**config.mk**
```make
export PLATFORM = sky130hd
export DESIGN_NAME = ea_operand_decoder
export DESIGN_NICKNAME = d
export VERILOG_FILES = /design/src/rtl/ea_dec_pkg.sv /design/src/rtl/ea_modrm_classify.sv /design/src/rtl/ea_disp_gather.sv /design/src/rtl/ea_addr_gen.sv /design/src/rtl/ea_operand_decoder.sv
export SDC_FILE = /design/constraint.sdc
export NUM_CORES = 1
export LEC_CHECK = 0
export ABC_CLOCK_PERIOD_IN_PS = 7300
export BUFFER_PORTS_ARGS = -buffer_cell sky130_fd_sc_hd__buf_2
export CAP_MARGIN = 20
export CORE_UTILIZATION = 40
export CTS_CLUSTER_DIAMETER = 150
export DETAILED_ROUTE_END_ITERATION = 10
export GPL_TIMING_DRIVEN = 0
export PLACE_DENSITY = 0.68
export SYNTH_ARGS = -nofsm -noshare
export SYNTH_HDL_FRONTEND = slang
export SYNTH_SLANG_ARGS = --single-unit
export TNS_END_PERCENT = 5
```
**constraint.sdc**
```tcl
create_clock -name clk -period 7.3 [get_ports clk]
set_input_delay 1.46 -clock clk [delete_from_list [all_inputs] [get_ports clk]]
set_output_delay 1.46 -clock clk [all_outputs]
set_load 0.05 [all_outputs]
```
**src/rtl/ea_dec_pkg.sv**
```systemverilog
package ea_dec_pkg;

   typedef enum logic [2:0] {
      ST_IDLE,
      ST_MODRM,
      ST_SIB,
      ST_DISP,
      ST_CALC
   } ea_state_e;

   localparam logic [1:0] MD_NODISP = 2'b00;
   localparam logic [1:0] MD_DISP8  = 2'b01;
   localparam logic [1:0] MD_DISP32 = 2'b10;
   localparam logic [1:0] MD_REG    = 2'b11;

   localparam logic [2:0] RM_SIB    = 3'b100;
   localparam logic [2:0] RM_DIRECT = 3'b101;
   localparam logic [2:0] IX_NONE   = 3'b100;

   localparam int FIELD_W   = 3;
   localparam int LONG_DISP = 4;

endpackage

```
**src/rtl/ea_modrm_classify.sv**
```systemverilog
module ea_modrm_classify
   import ea_dec_pkg::*;
(
   input  logic [1:0] md,
   input  logic [2:0] rm,
   output logic       is_reg,
   output logic       needs_sib,
   output logic       is_direct,
   output logic [2:0] disp_bytes
);

   always_comb begin
      is_reg     = (md == MD_REG);
      needs_sib  = !is_reg && (rm == RM_SIB);
      is_direct  = (md == MD_NODISP) && (rm == RM_DIRECT);
      disp_bytes = 3'd0;
      unique case (md)
         MD_DISP8:  disp_bytes = 3'd1;
         MD_DISP32: disp_bytes = 3'(LONG_DISP);
         MD_NODISP: disp_bytes = is_direct ? 3'(LONG_DISP) : 3'd0;
         default:   disp_bytes = 3'd0;
      endcase
   end

endmodule

```
**src/rtl/ea_disp_gather.sv**
```systemverilog
module ea_disp_gather #(
   parameter int AW = 32,
   parameter int NB = 4
) (
   input  logic                  clk,
   input  logic                  rst_n,
   input  logic                  clr,
   input  logic                  wr,
   input  logic [$clog2(NB)-1:0] lane,
   input  logic [7:0]            din,
   input  logic                  short_form,
   output logic [AW-1:0]         dout
);

   localparam int LW = $clog2(NB);

   logic [8*NB-1:0] packed_q;

   for (genvar g = 0; g < NB; g++) begin : g_lane
      always_ff @(posedge clk or negedge rst_n) begin
         if (!rst_n) begin
            packed_q[8*g +: 8] <= 8'h00;
         end else if (clr) begin
            packed_q[8*g +: 8] <= 8'h00;
         end else if (wr && (lane == LW'(g))) begin
            packed_q[8*g +: 8] <= din;
         end
      end
   end

   logic signed [7:0]      low_s;
   logic signed [8*NB-1:0] full_s;

   always_comb begin
      low_s  = $signed(packed_q[7:0]);
      full_s = $signed(packed_q);
      dout   = short_form ? AW'(low_s) : AW'(full_s);
   end

endmodule

```
**src/rtl/ea_addr_gen.sv**
```systemverilog
module ea_addr_gen #(
   parameter int AW     = 32,
   parameter bit CSA_EN = 1'b1
) (
   input  logic [AW-1:0] base,
   input  logic [AW-1:0] index,
   input  logic [1:0]    scale,
   input  logic [AW-1:0] disp,
   output logic [AW-1:0] sum
);

   logic [AW-1:0] scaled;

   assign scaled = index << scale;

   if (CSA_EN) begin : g_csa
      logic [AW-1:0] part_s;
      logic [AW-1:0] part_c;
      always_comb begin
         part_s = base ^ scaled ^ disp;
         part_c = ((base & scaled) | (base & disp) | (scaled & disp)) << 1;
         sum    = part_s + part_c;
      end
   end else begin : g_chain
      assign sum = base + scaled + disp;
   end

endmodule

```
**src/rtl/ea_operand_decoder.sv**
```systemverilog
module ea_operand_decoder
   import ea_dec_pkg::*;
#(
   parameter int AW     = 32,
   parameter bit CSA_EN = 1'b1
) (
   input  logic          clk,
   input  logic          rst_n,
   input  logic          start,
   input  logic          in_valid,
   input  logic [7:0]    in_byte,
   output logic          in_ready,
   output logic [2:0]    rf_base_sel,
   input  logic [AW-1:0] rf_base_val,
   output logic [2:0]    rf_index_sel,
   input  logic [AW-1:0] rf_index_val,
   output logic          done,
   output logic          is_mem,
   output logic [2:0]    reg_field,
   output logic [2:0]    rm_field,
   output logic [AW-1:0] eff_addr,
   output logic [2:0]    byte_count
);

   localparam int NB = LONG_DISP;
   localparam int LW = $clog2(NB);

   if (AW < 8 * NB || (AW % 8) != 0) begin : g_bad_aw
      $error("AW must be a byte multiple of at least 32");
   end
   if (FIELD_W != 3) begin : g_bad_field
      $error("addressing fields must be three bits wide");
   end

   ea_state_e      st;
   logic [1:0]     md_q, scl_q;
   logic [2:0]     reg_q, rm_q, idx_q, bas_q;
   logic [2:0]     left_q, cnt_q;
   logic [LW-1:0]  lane_q;

   logic           done_q, is_mem_q;
   logic [2:0]     reg_out_q, rm_out_q, count_q;
   logic [AW-1:0]  ea_q;

   logic           take;
   logic [1:0]     c_md;
   logic [2:0]     c_rm, c_dlen;
   logic           c_is_reg, c_sib, c_direct;
   logic           has_sib, use_base, use_index;
   logic [AW-1:0]  disp_val, agen_sum, base_term, index_term;

   assign in_ready = (st == ST_MODRM) || (st == ST_SIB) || (st == ST_DISP);
   assign take     = in_valid && in_ready;

   assign c_md = (st == ST_MODRM) ? in_byte[7:6] : md_q;
   assign c_rm = (st == ST_MODRM) ? in_byte[2:0] : rm_q;

   ea_modrm_classify u_cls (
      .md         (c_md),
      .rm         (c_rm),
      .is_reg     (c_is_reg),
      .needs_sib  (c_sib),
      .is_direct  (c_direct),
      .disp_bytes (c_dlen)
   );

   ea_disp_gather #(.AW(AW), .NB(NB)) u_disp (
      .clk        (clk),
      .rst_n      (rst_n),
      .clr        ((st == ST_IDLE) && start),
      .wr         (take && (st == ST_DISP)),
      .lane       (lane_q),
      .din        (in_byte),
      .short_form (md_q == MD_DISP8),
      .dout       (disp_val)
   );

   assign has_sib      = (md_q != MD_REG) && (rm_q == RM_SIB);
   assign rf_base_sel  = has_sib ? bas_q : rm_q;
   assign rf_index_sel = idx_q;
   assign use_base     = has_sib || !c_direct;
   assign use_index    = has_sib && (idx_q != IX_NONE);
   assign base_term    = use_base  ? rf_base_val  : '0;
   assign index_term   = use_index ? rf_index_val : '0;

   ea_addr_gen #(.AW(AW), .CSA_EN(CSA_EN)) u_agen (
      .base  (base_term),
      .index (index_term),
      .scale (has_sib ? scl_q : 2'b00),
      .disp  (disp_val),
      .sum   (agen_sum)
   );

   always_ff @(posedge clk or negedge rst_n) begin
      if (!rst_n) begin
         st        <= ST_IDLE;
         md_q      <= 2'b00;
         scl_q     <= 2'b00;
         reg_q     <= 3'd0;
         rm_q      <= 3'd0;
         idx_q     <= 3'd0;
         bas_q     <= 3'd0;
         left_q    <= 3'd0;
         cnt_q     <= 3'd0;
         lane_q    <= '0;
         done_q    <= 1'b0;
         is_mem_q  <= 1'b0;
         reg_out_q <= 3'd0;
         rm_out_q  <= 3'd0;
         count_q   <= 3'd0;
         ea_q      <= '0;
      end else begin
         done_q <= 1'b0;
         unique case (st)
            ST_IDLE: begin
               if (start) begin
                  st     <= ST_MODRM;
                  cnt_q  <= 3'd0;
                  lane_q <= '0;
               end
            end
            ST_MODRM: begin
               if (take) begin
                  md_q  <= in_byte[7:6];
                  reg_q <= in_byte[5:3];
                  rm_q  <= in_byte[2:0];
                  cnt_q <= 3'd1;
                  if (c_is_reg) begin
                     st <= ST_CALC;
                  end else if (c_sib) begin
                     st <= ST_SIB;
                  end else if (c_dlen != 3'd0) begin
                     st     <= ST_DISP;
                     left_q <= c_dlen;
                  end else begin
                     st <= ST_CALC;
                  end
               end
            end
            ST_SIB: begin
               if (take) begin
                  scl_q <= in_byte[7:6];
                  idx_q <= in_byte[5:3];
                  bas_q <= in_byte[2:0];
                  cnt_q <= cnt_q + 3'd1;
                  if (c_dlen != 3'd0) begin
                     st     <= ST_DISP;
                     left_q <= c_dlen;
                  end else begin
                     st <= ST_CALC;
                  end
               end
            end
            ST_DISP: begin
               if (take) begin
                  cnt_q  <= cnt_q + 3'd1;
                  lane_q <= lane_q + 1'b1;
                  left_q <= left_q - 3'd1;
                  if (left_q == 3'd1) st <= ST_CALC;
               end
            end
            ST_CALC: begin
               done_q    <= 1'b1;
               is_mem_q  <= (md_q != MD_REG);
               ea_q      <= (md_q == MD_REG) ? '0 : agen_sum;
               count_q   <= cnt_q;
               reg_out_q <= reg_q;
               rm_out_q  <= rm_q;
               st        <= ST_IDLE;
            end
            default: st <= ST_IDLE;
         endcase
      end
   end

   assign done       = done_q;
   assign is_mem     = is_mem_q;
   assign reg_field  = reg_out_q;
   assign rm_field   = rm_out_q;
   assign eff_addr   = ea_q;
   assign byte_count = count_q;

endmodule

```
==> results.toml <==
[critical_path]
critPathTopFamily = "compound AO/OA/AOI/OAI gates"
cp.required_ns = 7.53
cp.arrival_ns = 6.24
crit_path_cell_trace = "clkbuf_1, nor3_1, a21oi_1, nor2_1, clkbuf_1, nor2b_1, fa_1, fa_1, a211oi_2, o21ai_0, a31oi_1, o2111ai_1, a41oi_1, xor2_1, o21ai_0"
path_max_fanout = 10
reg2reg_slack_ns = 1.97
reg2regPathDepth = 16
worst_path_largest_cell_delay_ns = 0.68
critPathKind = "in -> reg"
path_buf_inv = 2
crit_slowest_cell = "a21oi_1"
cp-start-kind = "input pin"
r2r_start = "st[1]"
cp.depth = 15
reg2reg_to = "eff_addr[19]"
end_kind = "register"

[global_routing]
grt_use_total = 0.230
antenna_found_initial = 0
grtUsageMet1 = 0.287
grt-busiest-layer = "met2"
met2_usage = 0.401
globalRouteMet3Util = 0.0361
grt_pass1_vias = 6929
grt_pass1_wl_um = 36200
grt_max_degree = 71
overflow = 0

[synth]
yosys.cell_count.top_type = "nand2_1"
synth_commonest_cells = "nand2_1, dfrtp_1, a21oi_1"
yosys.area.top_type_share = 0.316
ys_types = 67
synth_warnings = 0
synth-seq-cells = 102
ys_top_cells_by_area = "dfrtp_1, fa_1, nand2_1"
ys_seq_area_frac = 0.316
yosys.area.top_type = "dfrtp_1"
async_flop_share = 1.00
synth_area_um2 = 8080
synthFlopType = "dfrtp_1"
synth_area_per_cell_um2 = 9.13
synth.net_count = 1030
synth_edf_count = 0
netlist_instances = 885

[clocking]
ctsHoldBuffers = 0
clk_transition_reported_paths_ns = 0.07
cts_resized = 0
cts_tree = "done"
clkSinkCount = 102
root_buffer = "clkbuf_16"
post_cts.repair.setup_buffers = 0
h-tree-depth = 3
clock_latency_ns = 0.38
cts_buffer_depth = 2
cts_buffers = 9

[placed_design]
io_buffers = 124
gp_congestion = 0.921
dp_hpwl_um = 18600

[hold_path]
worstHoldStart = "eff_addr[6]"
whs_endpoint = "eff_addr[6]"
min_path_cells = 2
hold_path_class = "reg -> reg"

[power]
powerDensity_nw_per_um2 = 433
p_leak_nw = 4.38
pwr-share-clk = 0.128
pwr-share-comb = 0.649
ir_drop_uv = 179
seq_power_share = 0.223
internal-power_w = 0.00194
switching_share = 0.523
power_switching_w = 0.00213

[timing]
fin_setup_tns_ns = 0
grt_setup_unrepaired = "false"
fin_crit_sh = 0.823
period_minus_slack_ns = 6.01
relSlewSlack = 0.458
worst_pin_slew_ns = 0.813
fin_worst_skew_ns = 0.0188
setup_violations = 0
slew_viol_final = 0
hold_viol_final = 0
max_freq_mhz = 166

[die]
dieArea_um2 = 20800
die_y_um = 144
pin_count = 126
core_um2 = 19700
start_util = 0.411
die_x_um = 144
rows = 51

[route]
drt-pass1-iter-count = 5
vias = 7025
drcViolationCount = 0
drt.antenna.violating_nets = 0
drt-initial-drc-count = 439
routed_wl_um = 22800
vias_per_cell = 5.44
wire_per_inst_um = 17.7

[flow_run]
maxCapViolCount = 0

[cells_and_area]
drive_above_1_share = 0.218
area_delta_synth_final_pct = 16.3
utilization = 0.478
fin_nets = 1167
largest_reg_flops = 32
num_antenna_cells = 0

[status]
outcome = "complete, no violations"
## per-stage QoR
stage / power (W) / hold slack, ns / cell area [µm²] / std cells / setup slack [ns]
global route: 0.00440 / 0.504 / 9400 / 1292 / 0.933
global placement: 0.00351 / 0.456 / 9030 / 1274 / 0.969
floorplan: 0.00291 / 0.450 / 8080 / 885 / 2.18
detailed placement: 0.00354 / 0.462 / 9070 / 1276 / 0.948
CTS: 0.00407 / 0.479 / 9400 / 1292 / 1.34
finish: 0.00407 / 0.474 / 9400 / 1292 / 1.29
## worst register-to-register path, delay by kind of cell, from the launching register on
family | cells | cell delay, ns
flip-flops | 1 | 0.36
adder cells (fa/ha/maj) | 2 | 1.01
AO/OA/AOI/OAI | 7 | 1.80
buffers and inverters | 3 | 0.93
AND/OR/NAND/NOR | 3 | 0.90
XOR/XNOR | 1 | 0.19
## power groups by stage
stage,sequential [W],clock [W],combinational (W)
floorplan,0.00131,0,0.00161
global placement,0.000915,0,0.00259
detailed placement,0.000922,0,0.00262
CTS,0.000910,0.000528,0.00264
global route,0.000942,0.000553,0.00291
finish,0.000908,0.000523,0.00264
## worst max-delay path by stage
stage                from            to
4_1_cts        in_byte[1]  eff_addr[19]
5_1_grt        in_byte[7]  eff_addr[27]
2_1_floorplan  in_byte[7]  eff_addr[27]
3_3_place_gp   in_byte[1]  eff_addr[27]
3_5_place_dp   in_byte[7]  eff_addr[19]
6_report       in_byte[7]  eff_addr[19]
## area by class of cell
type / count / area (µm²)
buffer: 53 / 233
clock buffer: 9 / 225
clock inverter: 7 / 104
fill: 1950 / 10300
inverter: 27 / 101
multi-input combinational: 703 / 5190
sequential: 102 / 2550
tap: 265 / 332
timing repair buffer: 126 / 661
## logic make-up after synthesis
group                      count (synthesis)  share of synthesized area
AOI/OAI and AO/OA                        212                      0.170
xor gates and xnor gates                  24                     0.0260
adders and majority gates                 69                      0.137
buffers and inverters                     80                     0.0413
DFF                                      102                      0.316
muxes                                     58                      0.110
and+or+nand+nor                          340                      0.200
## per-layer routing
metal | share of wire | wire (µm)
met1 | 0.43 | 9710
met2 | 0.49 | 11200
met3 | 0.053 | 1210
met4 | 0.031 | 708
met5 | 0 | 0
## cells in the final DEF, fill, tap and decap left out, types with 18 or more instances in the layout
cell / count
o21ai_0: 53
and2_1: 24
a211oi_1: 18
buf_2: 139
nand2_1: 166
mux2_2: 26
fa_1: 32
ha_1: 37
inv_1: 26
a21oi_1: 67
nand3_1: 47
nor2_1: 29
dfrtp_1: 102
mux4_2: 22
nor2b_1: 29
clkbuf_1: 33
Power figures use the tool's default switching activity.
